==> config.mk <==
export PLATFORM = sky130hd
export DESIGN_NAME = perf_mon_unit
export DESIGN_NICKNAME = d
export VERILOG_FILES = /design/src/rtl/perf_mon_pkg.sv /design/src/rtl/perf_run_ctrl.sv /design/src/rtl/perf_event_counter.sv /design/src/rtl/perf_stall_watch.sv /design/src/rtl/perf_reg_bank.sv /design/src/rtl/perf_mon_unit.sv
export SDC_FILE = /design/constraint.sdc
export NUM_CORES = 1
export LEC_CHECK = 0
export ABC_AREA = 1
export CAP_MARGIN = 10
export CORE_MARGIN = 2
export CORE_UTILIZATION = 45
export CTS_CLUSTER_DIAMETER = 50
export DETAILED_ROUTE_END_ITERATION = 12
export PLACE_DENSITY = 0.62
export SYNTH_ARGS = -nofsm -noshare
export SYNTH_HDL_FRONTEND = slang
export SYNTH_SLANG_ARGS = --single-unit
export TNS_END_PERCENT = 5
==> constraint.sdc <==
create_clock -name clk -period 6.37 [get_ports clk]
set_input_delay 1.274 -clock clk [delete_from_list [all_inputs] [get_ports clk]]
set_output_delay 1.274 -clock clk [all_outputs]
set_load 0.02 [all_outputs]
==> src/rtl/perf_mon_pkg.sv <==
package perf_mon_pkg;

   typedef enum logic [2:0] {
      W_CYCLES   = 3'd0,
      W_IN_TOK   = 3'd1,
      W_OUT_TOK  = 3'd2,
      W_EXP_CYC  = 3'd3,
      W_EXP_OUT  = 3'd4,
      W_STATUS   = 3'd5
   } reg_word_e;

   localparam int ST_DONE_BIT  = 0;
   localparam int ST_STALL_BIT = 1;

   localparam int NUM_EVENTS = 3;
   localparam int EV_CYCLES  = 0;
   localparam int EV_IN      = 1;
   localparam int EV_OUT     = 2;

   typedef struct packed {
      logic stall;
      logic done;
   } run_status_t;

endpackage

==> src/rtl/perf_run_ctrl.sv <==
module perf_run_ctrl (
   input  logic clk,
   input  logic rst_n,
   input  logic start,
   input  logic done,
   output logic busy,
   output logic done_flag
);

   always_ff @(posedge clk or negedge rst_n) begin
      if (!rst_n) begin
         busy      <= 1'b0;
         done_flag <= 1'b0;
      end else if (start) begin
         busy      <= 1'b1;
         done_flag <= 1'b0;
      end else if (done && busy) begin
         busy      <= 1'b0;
         done_flag <= 1'b1;
      end
   end

   // start opens a run with a cleared done flag
   a_r2_start_opens: assert property (@(posedge clk) disable iff (!rst_n)
      start |=> (busy && !done_flag));

   // done closes the run
   a_r3_done_closes: assert property (@(posedge clk) disable iff (!rst_n)
      (busy && done && !start) |=> (!busy && done_flag));

   // done while idle has no effect
   a_r6_idle_done: assert property (@(posedge clk) disable iff (!rst_n)
      (!busy && !start) |=> (!busy && $stable(done_flag)));

endmodule

==> src/rtl/perf_event_counter.sv <==
module perf_event_counter #(
   parameter int W        = 32,
   parameter bit SATURATE = 1'b1
) (
   input  logic         clk,
   input  logic         rst_n,
   input  logic         clr,
   input  logic         inc,
   output logic [W-1:0] q
);

   localparam logic [W-1:0] MAXV = '1;
   localparam logic [W-1:0] ONE  = W'(1);

   generate
      if (W < 1 || W > 32) begin : g_bad_width
         $error("perf_event_counter: W must lie in 1..32");
      end

      if (SATURATE) begin : g_sat
         always_ff @(posedge clk or negedge rst_n) begin
            if (!rst_n)                 q <= '0;
            else if (clr)               q <= '0;
            else if (inc && q != MAXV)  q <= q + ONE;
         end

         // an all-ones counter stays there
         a_r7_no_wrap: assert property (@(posedge clk) disable iff (!rst_n)
            (q == MAXV && !clr) |=> (q == MAXV));
      end else begin : g_wrap
         always_ff @(posedge clk or negedge rst_n) begin
            if (!rst_n)      q <= '0;
            else if (clr)    q <= '0;
            else if (inc)    q <= q + ONE;
         end
      end
   endgenerate

   // clear wins
   a_r2_clear: assert property (@(posedge clk) disable iff (!rst_n)
      clr |=> (q == '0));

   // no event, no change
   a_r6_hold: assert property (@(posedge clk) disable iff (!rst_n)
      (!clr && !inc) |=> $stable(q));

endmodule

==> src/rtl/perf_stall_watch.sv <==
module perf_stall_watch #(
   parameter int CNT_W  = 32,
   parameter int DATA_W = 32
) (
   input  logic              clk,
   input  logic              rst_n,
   input  logic              start,
   input  logic              busy,
   input  logic [CNT_W-1:0]  cyc_cnt,
   input  logic [CNT_W-1:0]  out_cnt,
   input  logic [DATA_W-1:0] exp_cyc,
   input  logic [DATA_W-1:0] exp_out,
   output logic              stall,
   output logic              restart_req
);

   localparam int LIM_W = DATA_W + 2;

   logic [LIM_W-1:0]  limit;
   logic [LIM_W-1:0]  cyc_ext;
   logic [DATA_W-1:0] out_ext;
   logic              fire;

   generate
      if (CNT_W > DATA_W) begin : g_bad_width
         $error("perf_stall_watch: CNT_W must not exceed DATA_W");
      end
   endgenerate

   always_comb begin
      limit   = {2'b00, exp_cyc} + {1'b0, exp_cyc, 1'b0};
      cyc_ext = '0;
      cyc_ext[CNT_W-1:0] = cyc_cnt;
      out_ext = '0;
      out_ext[CNT_W-1:0] = out_cnt;
      fire = busy && !start && !stall && (exp_cyc != '0)
             && (cyc_ext >= limit) && (out_ext < exp_out);
   end

   always_ff @(posedge clk or negedge rst_n) begin
      if (!rst_n) begin
         stall       <= 1'b0;
         restart_req <= 1'b0;
      end else if (start) begin
         stall       <= 1'b0;
         restart_req <= 1'b0;
      end else begin
         restart_req <= fire;
         if (fire) stall <= 1'b1;
      end
   end

   // sticky until next start
   a_r10_sticky: assert property (@(posedge clk) disable iff (!rst_n)
      (stall && !start) |=> stall);

   // request lasts a single cycle
   a_r11_one_cycle: assert property (@(posedge clk) disable iff (!rst_n)
      restart_req |=> !restart_req);

   // request only with a freshly set flag
   a_r11_with_flag: assert property (@(posedge clk) disable iff (!rst_n)
      $rose(restart_req) |-> $rose(stall));

   // disabled watchdog never sets the flag
   a_r12_disabled: assert property (@(posedge clk) disable iff (!rst_n)
      (!stall && exp_cyc == '0) |=> !stall);

endmodule

==> src/rtl/perf_reg_bank.sv <==
module perf_reg_bank
   import perf_mon_pkg::*;
#(
   parameter int ADDR_W = 5,
   parameter int DATA_W = 32,
   parameter int CNT_W  = 32
) (
   input  logic              clk,
   input  logic              rst_n,
   input  logic [ADDR_W-1:0] reg_addr,
   input  logic              reg_wen,
   input  logic [DATA_W-1:0] reg_wdata,
   input  logic [CNT_W-1:0]  cnt_cycles,
   input  logic [CNT_W-1:0]  cnt_in,
   input  logic [CNT_W-1:0]  cnt_out,
   input  run_status_t       status,
   output logic [DATA_W-1:0] exp_cyc,
   output logic [DATA_W-1:0] exp_out,
   output logic [DATA_W-1:0] reg_rdata
);

   localparam int WORD_W = ADDR_W - 2;

   logic              aligned;
   logic [WORD_W-1:0] word;
   logic              hit_exp_cyc;
   logic              hit_exp_out;

   generate
      if (ADDR_W < 5) begin : g_bad_addr
         $error("perf_reg_bank: ADDR_W must be at least 5");
      end
      if (DATA_W < 2) begin : g_bad_data
         $error("perf_reg_bank: DATA_W must be at least 2");
      end
   endgenerate

   assign aligned     = (reg_addr[1:0] == 2'b00);
   assign word        = reg_addr[ADDR_W-1:2];
   assign hit_exp_cyc = aligned && (word == WORD_W'(W_EXP_CYC));
   assign hit_exp_out = aligned && (word == WORD_W'(W_EXP_OUT));

   always_ff @(posedge clk or negedge rst_n) begin
      if (!rst_n) begin
         exp_cyc <= '0;
         exp_out <= '0;
      end else if (reg_wen) begin
         if (hit_exp_cyc) exp_cyc <= reg_wdata;
         if (hit_exp_out) exp_out <= reg_wdata;
      end
   end

   always_comb begin
      reg_rdata = '0;
      if (aligned) begin
         if (word == WORD_W'(W_CYCLES))       reg_rdata[CNT_W-1:0] = cnt_cycles;
         else if (word == WORD_W'(W_IN_TOK))  reg_rdata[CNT_W-1:0] = cnt_in;
         else if (word == WORD_W'(W_OUT_TOK)) reg_rdata[CNT_W-1:0] = cnt_out;
         else if (word == WORD_W'(W_EXP_CYC)) reg_rdata = exp_cyc;
         else if (word == WORD_W'(W_EXP_OUT)) reg_rdata = exp_out;
         else if (word == WORD_W'(W_STATUS)) begin
            reg_rdata[ST_DONE_BIT]  = status.done;
            reg_rdata[ST_STALL_BIT] = status.stall;
         end
      end
   end

   // expected registers change only on a write
   a_r9_hold_cyc: assert property (@(posedge clk) disable iff (!rst_n)
      !reg_wen |=> $stable(exp_cyc));
   a_r9_hold_out: assert property (@(posedge clk) disable iff (!rst_n)
      !reg_wen |=> $stable(exp_out));

   // unaligned access reads zero
   a_r8_unaligned: assert property (@(posedge clk) disable iff (!rst_n)
      (reg_addr[1:0] != 2'b00) |-> (reg_rdata == '0));

endmodule

==> src/rtl/perf_mon_unit.sv <==
module perf_mon_unit
   import perf_mon_pkg::*;
#(
   parameter int ADDR_W   = 5,
   parameter int DATA_W   = 32,
   parameter int CNT_W    = 32,
   parameter bit SATURATE = 1'b1
) (
   input  logic              clk,
   input  logic              rst_n,
   input  logic              acc_start,
   input  logic              acc_done,
   input  logic              in_valid,
   input  logic              in_ready,
   input  logic              out_valid,
   input  logic              out_ready,
   input  logic [ADDR_W-1:0] reg_addr,
   input  logic              reg_wen,
   input  logic [DATA_W-1:0] reg_wdata,
   output logic [DATA_W-1:0] reg_rdata,
   output logic              restart_req
);

   logic                 busy;
   logic                 done_flag;
   logic                 stall;
   logic [NUM_EVENTS-1:0] ev_inc;
   logic [CNT_W-1:0]     cnt [NUM_EVENTS];
   logic [DATA_W-1:0]    exp_cyc;
   logic [DATA_W-1:0]    exp_out;
   run_status_t          status;

   generate
      if (CNT_W < 1 || CNT_W > DATA_W) begin : g_bad_cnt
         $error("perf_mon_unit: CNT_W must lie in 1..DATA_W");
      end
   endgenerate

   perf_run_ctrl u_run (
      .clk       (clk),
      .rst_n     (rst_n),
      .start     (acc_start),
      .done      (acc_done),
      .busy      (busy),
      .done_flag (done_flag)
   );

   always_comb begin
      ev_inc            = '0;
      ev_inc[EV_CYCLES] = busy;
      ev_inc[EV_IN]     = busy && in_valid && in_ready;
      ev_inc[EV_OUT]    = busy && out_valid && out_ready;
   end

   for (genvar e = 0; e < NUM_EVENTS; e++) begin : g_ev
      perf_event_counter #(
         .W        (CNT_W),
         .SATURATE (SATURATE)
      ) u_cnt (
         .clk   (clk),
         .rst_n (rst_n),
         .clr   (acc_start),
         .inc   (ev_inc[e]),
         .q     (cnt[e])
      );
   end

   perf_stall_watch #(
      .CNT_W  (CNT_W),
      .DATA_W (DATA_W)
   ) u_watch (
      .clk         (clk),
      .rst_n       (rst_n),
      .start       (acc_start),
      .busy        (busy),
      .cyc_cnt     (cnt[EV_CYCLES]),
      .out_cnt     (cnt[EV_OUT]),
      .exp_cyc     (exp_cyc),
      .exp_out     (exp_out),
      .stall       (stall),
      .restart_req (restart_req)
   );

   assign status.done  = done_flag;
   assign status.stall = stall;

   perf_reg_bank #(
      .ADDR_W (ADDR_W),
      .DATA_W (DATA_W),
      .CNT_W  (CNT_W)
   ) u_regs (
      .clk        (clk),
      .rst_n      (rst_n),
      .reg_addr   (reg_addr),
      .reg_wen    (reg_wen),
      .reg_wdata  (reg_wdata),
      .cnt_cycles (cnt[EV_CYCLES]),
      .cnt_in     (cnt[EV_IN]),
      .cnt_out    (cnt[EV_OUT]),
      .status     (status),
      .exp_cyc    (exp_cyc),
      .exp_out    (exp_out),
      .reg_rdata  (reg_rdata)
   );

   // input tokens only on a busy handshake
   a_r4_in_gate: assert property (@(posedge clk) disable iff (!rst_n)
      (!acc_start && !(busy && in_valid && in_ready)) |=> $stable(cnt[EV_IN]));

   // output tokens only on a busy handshake
   a_r5_out_gate: assert property (@(posedge clk) disable iff (!rst_n)
      (!acc_start && !(busy && out_valid && out_ready)) |=> $stable(cnt[EV_OUT]));

   // frozen counters after a finished run
   a_r6_frozen: assert property (@(posedge clk) disable iff (!rst_n)
      (done_flag && !acc_start) |=> $stable(cnt[EV_CYCLES]));

endmodule

==> reports/results.ini, run 1 <==
[outcome]
status = complete, no violations

[synthesis]
synthMuxAreaShare = 0
ys_types = 55
synth-xor-area-share = 0.0322
synth_top_flop_cell = dfrtp_1
yosysSeqAreaShare = 0.308
ys_warn_count = 0
synthArstFlopShare = 1.00
synth_top_family_by_area = simple AND/OR/NAND/NOR gates
postSynthNetCount = 2115
syn_area_mm2 = 0.0133
synthSimpleGateAreaFrac = 0.296
yosys_register_bits = 164
synth_compound_area_frac = 0.159
synth-edff-count = 0
syn_inst = 1954
avgSynthCellArea_um2 = 6.82
synth_fa_ha_area_frac = 0.108

[sta]
layout_min_cycle_time_ns = 5.75
hold_viol = 0
post-route-period-util = 0.903
tightest_slew_ns = 1.05
maxSlewViolCount = 0
fmax_mhz = 174
setup_ws_ns = 0.618
rsz0062_at_grt = false
setup_tns_ns = 0
clock_skew_ns = 0.0134
max_slew_margin = 0.295
setup_viol_count_final = 0

[layout]
n_fill_cell = 3072
layout_common_cells = nand2_1 (476), inv_1 (276), nor2_1 (215)
nets = 2171
antenna_cells = 0
layout_commonest_cell = nand2_1
drive_gt1_frac = 0.0415
syn2layout_area_growth_pct = 13.0

[global_routing]
antenna_found_initial = 0
grt_max_degree = 86
grt_overflow = 0
gr-usage-all-layers = 0.344
first_global_vias = 12800
grt_first_pass_wirelength_um = 78500

[route]
met2_length_um = 24000
first_pass_iters = 7
vias = 13600
via_per_inst = 5.62
m1WireLength_um = 23000
route.met3.wl_um = 3350
routed.top_layer = met4
wl_per_cell_um = 21.6
drcViolationCount = 0
ant_nets = 0
drt_iter0_markers = 1208
drt-total-wl_um = 52200

[pwr]
power.density_mw_per_mm2 = 226
power_leakage_nw = 6.85
irDropWorstVdd_uv = 200

[setup_path]
cp.required_ns = 5.10
cp-start-kind = primary input
critPathBufInv = 4
crit_path_max_fanout = 22
cp-end-kind = output pin
r2r_slack_ns = 2.36
cpLargestDelayFamily = buffers and inverters
worstPathCellList = clkdlybuf4s50_1 -> nor2_1 -> inv_1 -> nor2_1 -> inv_1 -> o22ai_1 -> a21o_1 -> a221oi_1 -> clkdlybuf4s50_1
criticalPathCategory = primary input to output pin
critPathArrivalTime_ns = 4.48
slowest_stage = clkdlybuf4s50_1
cpPeakStageDelay_ns = 0.67

[job]
maxCapViolCount = 0

[clocking]
htreeDepth = 4
cts_sinks = 164
cts_resized = 0
cts-root-buf = clkbuf_16
cts_hold_buf = 0
clock_latency_ns = 0.47
cts-buffers-inserted = 17
cts_tree = yes
max-clock-path-buffers = 2
cts_setup_buffers = 0
clk_pin_slew_ns = 0.07

[die]
start_util = 0.454
fp.dieH_um = 176
die_area_mm2 = 0.0310
die_w_um = 176
core_region_area_mm2 = 0.0294
rows = 63
io_pins = 79

[place]
io_buffers = 78
preCtsSetupSlack_ns = 0.729
dp_hpwl_um = 42400
gp_congestion = 1.00

[hold_path]
min_path_type = flip-flop to flip-flop

==> cells in the mapped netlist, drive strengths merged, types with 4 or more instances <==
cell / count / area (µm²)
a211oi: 13 / 97.6
a221oi: 4 / 35.0
clkbuf: 35 / 131
buf: 15 / 82.6
nand4: 43 / 275
o21a: 11 / 82.6
o31ai: 17 / 128
ha: 114 / 1430
inv: 284 / 1070
nor4: 9 / 62.6
nor2: 222 / 880
dfrtp: 164 / 4100
nand3: 57 / 303
a21o: 10 / 75.1
a21oi: 103 / 519
nor3: 91 / 519
xnor2: 27 / 236
o21ai: 159 / 796
xor2: 22 / 193
o22ai: 41 / 257
nand2: 485 / 1840
==> where the power goes <==
group	internal, mW	switching [mW]
Sequential	1.12	0.134
Clock	0.534	0.547
Combinational	0.363	0.705
==> flip-flops by register name, indices dropped and copies added (netlist names) <==
register and count:
u_regs.exp_out 32, u_run.busy 1, u_watch.restart_req 1, g_ev.u_cnt.q 96
u_watch.stall 1, u_regs.exp_cyc 32, u_run.done_flag 1
==> final cells by class <==
| type | count | area [µm²] | area share |
|---|---|---|---|
| well taps | 390 | 488 | 0.0324 |
| flip-flops and latches | 164 | 4100 | 0.272 |
| inverters | 285 | 1070 | 0.0712 |
| clock inverters | 15 | 183 | 0.0121 |
| multi-input cells | 1455 | 7950 | 0.528 |
| repair buffers | 87 | 845 | 0.0561 |
| clock buffers | 17 | 425 | 0.0282 |
==> per-stage QoR <==
| step | total power [mW] | utilization | std cells | hold WS (ns) | cell area, µm² |
|---|---|---|---|---|---|
| floorplan | 1.89 | - | 1954 | 0.445 | 13300 |
| global placement | 2.32 | 0.492 | 2381 | 0.467 | 14500 |
| detailed placement | 2.33 | 0.492 | 2381 | 0.475 | 14500 |
| CTS | 3.41 | 0.512 | 2413 | 0.493 | 15100 |
| global route | 3.59 | 0.512 | 2413 | 0.507 | 15100 |
| finish | 3.40 | 0.512 | 2413 | 0.489 | 15100 |
==> layer usage <==
| metal | vias up | global-route usage |
|---|---|---|
| met3 | 90 | 0.0642 |
| met4 | 0 | 0.131 |
| met2 | 450 | 0.554 |
| met1 | 6488 | 0.458 |
| li1 | 6543 | - |
| met5 | - | 0 |
==> worst min-delay path, delay by kind of cell (launching register included) <==
kind / cells / cell delay, ns
DFF: 1 / 0.35
and+or+nand+nor: 1 / 0.05
AOI/OAI and AO/OA: 1 / 0.06
==> worst paths after layout <==
kind                                     from                  to  cells after the start
max                               reg_addr[4]       reg_rdata[20]                      9
min                        u_regs.exp_out[15]  u_regs.exp_out[15]                      2
max reg2reg                 u_regs.exp_cyc[0]       u_watch.stall                     26
min reg2reg                u_regs.exp_out[15]  u_regs.exp_out[15]                      2
max in group asynchronous               rst_n  u_regs.exp_cyc[25]                      2
min in group asynchronous               rst_n  g_ev[2].u_cnt.q[5]                      1
==> kinds of logic after synthesis <==
group | after synthesis
adders and majority gates | 115
and+or+nand+nor | 917
DFF | 164
buffers and inverters | 335
AOI/OAI and AO/OA | 374
xor gates and xnor gates | 49
Power figures use the tool's default switching activity.
==> inputs of run 2 (changes only) <==
--- a/config.mk
+++ b/config.mk
@@ -7,11 +7,11 @@
 export LEC_CHECK = 0
 export ABC_AREA = 1
 export CAP_MARGIN = 10
-export CORE_MARGIN = 2
 export CORE_UTILIZATION = 45
 export CTS_CLUSTER_DIAMETER = 50
 export DETAILED_ROUTE_END_ITERATION = 12
 export PLACE_DENSITY = 0.62
+export REMOVE_ABC_BUFFERS = 1
 export SYNTH_ARGS = -nofsm -noshare
 export SYNTH_HDL_FRONTEND = slang
 export SYNTH_SLANG_ARGS = --single-unit
==> run 2 against run 1 <==
Against the previous run:
- maximum frequency grew 0.35%
- global-route usage grew 0.82 points
- routed wire length shrank 0.76%
- count of clock-buffer cells in the layout grew 8
- first-iteration DRC count grew 9.6%
- clock skew shrank 0.00093 ns
- via count grew 1.4%
- critical path type unchanged
- sequential power is essentially flat
==> reports/results.ini, run 2 (synthesized netlist as in run 1, its figures left out) <==
[setup_path]
criticalPathCategory = primary input to output pin  ; unchanged
slowest_stage = clkdlybuf4s50_1  ; unchanged
cpPeakStageDelay_ns = 0.69  ; was 0.67 ns
cpLargestDelayFamily = buffers and inverters  ; unchanged
r2r_cells = 27  ; was 26
rr_endpoint = u_watch.restart_req  ; was u_watch.stall
cp.depth = 11  ; was 9
r2r_slack_ns = 2.37  ; was 2.36 ns
worstPathCellList = clkdlybuf4s50_1 -> inv_1 -> nor2_1 -> inv_1 -> nor2_1 -> inv_1 -> buf_4 -> o22ai_1 -> nor3_1 -> a211oi_1 -> clkdlybuf4s50_1  ; was clkdlybuf4s50_1 -> nor2_1 -> inv_1 -> nor2_1 -> inv_1 -> o22ai_1 -> a21o_1 -> a221oi_1 -> clkdlybuf4s50_1
critPathArrivalTime_ns = 4.46  ; was 4.48 ns
crit_start = reg_addr[3]  ; was reg_addr[4]
cp-end-kind = output pin  ; unchanged
cp.required_ns = 5.10  ; about the same
r2r_start = u_regs.exp_cyc[0]  ; unchanged
critPathBufInv = 6  ; was 4
cp-start-kind = primary input  ; unchanged
path_common_cell = inv_1
crit_path_max_fanout = 18  ; was 22
endpoint = reg_rdata[25]  ; was reg_rdata[20]

[sta]
setup_viol_count_final = 0  ; unchanged
holdWs_ns = 0.485  ; was 0.489 ns
post-route-period-util = 0.900  ; was 0.903
rsz0062_at_grt = false  ; unchanged
fmax_mhz = 174  ; about the same
setup_tns_ns = 0  ; unchanged
hold_viol = 0  ; unchanged
layout_min_cycle_time_ns = 5.73  ; was 5.75 ns
maxSlewViolCount = 0  ; unchanged
clock_skew_ns = 0.0124  ; was 0.0134 ns
max_slew_margin = 0.235  ; was 0.295
tightest_slew_ns = 1.14  ; was 1.05 ns

[layout]
syn2layout_area_growth_pct = 12.8  ; was 13.0%
multi_input_area_mm2 = 0.00795  ; unchanged
nets = 2170  ; was 2171
n_fill_cell = 2934  ; was 3072
reg.largest.list = g_ev.u_cnt.q: 96 flops, u_regs.exp_cyc: 32 flops, u_regs.exp_out: 32 flops  ; unchanged
post-route-util = 0.520  ; was 0.512
largest_register = g_ev.u_cnt.q  ; unchanged
layout_commonest_cell = nand2_1  ; unchanged
drive_gt1_frac = 0.0391  ; was 0.0415
antenna_cells = 0  ; unchanged
final_area_mm2 = 0.0150  ; was 0.0151 mm²
regArea_mm2 = 0.00410  ; unchanged
largest_reg_flops = 96  ; unchanged
layout_common_cells = nand2_1 (476), inv_1 (276), nor2_1 (215)  ; unchanged

[pwr]
power.density_mw_per_mm2 = 223  ; was 226 mW/mm²
clkPwrFrac = 0.310  ; was 0.318
total_power_mw = 3.35  ; was 3.40 mW
combPwrFrac = 0.317  ; was 0.314
switching_power_mw = 1.29  ; was 1.39 mW
irDropWorstVdd_uv = 195  ; was 200 µV
p_int_mw = 2.06  ; was 2.02 mW
sequentialPowerShare = 0.373  ; was 0.368
sw_frac_of_total = 0.384  ; was 0.407
power_leakage_nw = 6.83  ; was 6.85 nW

[clocking]
cts-root-buf = clkbuf_16  ; unchanged
cts_hold_buf = 0  ; unchanged
clk_pin_slew_ns = 0.07  ; about the same
max-clock-path-buffers = 2  ; unchanged
cts_sinks = 164  ; unchanged
cts_tree = yes  ; unchanged
htreeDepth = 4  ; unchanged
clock_latency_ns = 0.46  ; was 0.47 ns
cts_resized = 0  ; unchanged
cts_setup_buffers = 0  ; unchanged
cts-buffers-inserted = 17  ; unchanged

[global_routing]
use_met1 = 0.458  ; about the same
gr-usage-met2 = 0.542  ; was 0.554
gr-usage-all-layers = 0.352  ; was 0.344
grt_max_degree = 165  ; was 86
first_global_vias = 13200  ; was 12800
grt_overflow = 0  ; unchanged
antenna_found_initial = 3  ; was 0
grt_first_pass_wirelength_um = 79200  ; was 78500 µm
met3_usage = 0.0757  ; was 0.0642
busiest_layer = met2  ; unchanged

[place]
post_dp_cell_area_mm2 = 0.0144  ; was 0.0145 mm²
io_buffers = 78  ; unchanged
dp_hpwl_um = 40900  ; was 42400 µm
gp_congestion = 1.05  ; was 1.00

[die]
die_w_um = 174  ; was 176 µm
rows = 62  ; was 63
fp.dieH_um = 174  ; was 176 µm
start_util = 0.461  ; was 0.454
io_pins = 79  ; unchanged
die_area_mm2 = 0.0303  ; was 0.0310 mm²
core_region_area_mm2 = 0.0289  ; was 0.0294 mm²

[route]
via_per_inst = 5.72  ; was 5.62
drt-total-wl_um = 51800  ; was 52200 µm
drt_iter0_markers = 1324  ; was 1208
vias = 13800  ; was 13600
drcViolationCount = 0  ; unchanged
first_pass_iters = 6  ; was 7
ant_nets = 0  ; unchanged
wl_per_cell_um = 21.5  ; was 21.6 µm

[job]
maxCapViolCount = 0  ; unchanged

[outcome]
status = complete, no violations  ; unchanged

[hold_path]
min-delay-start = u_regs.exp_out[10]  ; was u_regs.exp_out[15]
min_path_type = flip-flop to flip-flop  ; unchanged

run 2: per-layer routing:
layer	part of all wire	up-vias
met1	0.43	6509
li1	-	6560
met2	0.44	543
met5	0.00083	-
met4	0.057	6
met3	0.071	141
run 2: final cells by class:
| class | count | area share |
|---|---|---|
| tap | 384 | 0.0320 |
| clock inverter | 7 | 0.00474 |
| clock buffer | 25 | 0.0330 |
| sequential | 164 | 0.273 |
| multi-input combinational | 1455 | 0.529 |
| timing repair buffer | 86 | 0.0573 |
| inverter | 285 | 0.0713 |
run 2: worst register-to-register path: stages, from the launching register on:
cell     delay [ns]
dfrtp_1        0.42
ha_1           0.21
inv_1          0.06
fa_1           0.40
o21ai_0        0.62
nand2_1        0.11
nand2_1        0.16
nand2_1        0.07
nand2_1        0.11
nand2_1        0.06
nand2_1        0.14
a21oi_1        0.10
xor2_1         0.21
ha_1           0.28
nand2_1        0.07
nand2_1        0.04
nand2_1        0.05
nand2_1        0.04
nand2_1        0.05
nand2_1        0.05
a21oi_1        0.11
nand2_1        0.06
nand2_1        0.06
nand2_1        0.05
nand2_1        0.05
nand2_1        0.08
nand3_1        0.12
inv_1          0.11
run 2: worst min-delay path by stage:
stage,cells past startpoint,endpoint
finish,2,u_regs.exp_out[10]
global route,2,u_regs.exp_out[7]
CTS,2,u_regs.exp_out[3]
detailed placement,2,u_regs.exp_out[10]
global placement,2,u_regs.exp_out[8]
floorplan,1,g_ev[1].u_cnt.q[2]
run 2: power groups by stage:
stage	sequential, mW	combinational [mW]	clock (mW)
floorplan	1.20	0.688	0
global placement	1.27	1.04	0
detailed placement	1.27	1.05	0
CTS	1.25	1.06	1.05
global route	1.25	1.19	1.09
finish	1.25	1.06	1.04
run 2: through the flow:
step | instances | setup WS, ns
2_1_floorplan | 1904 | 2.01
3_3_place_gp | 2373 | 0.777
3_5_place_dp | 2373 | 0.707
4_1_cts | 2405 | 0.701
5_1_grt | 2406 | 0.497
6_report | 2406 | 0.638
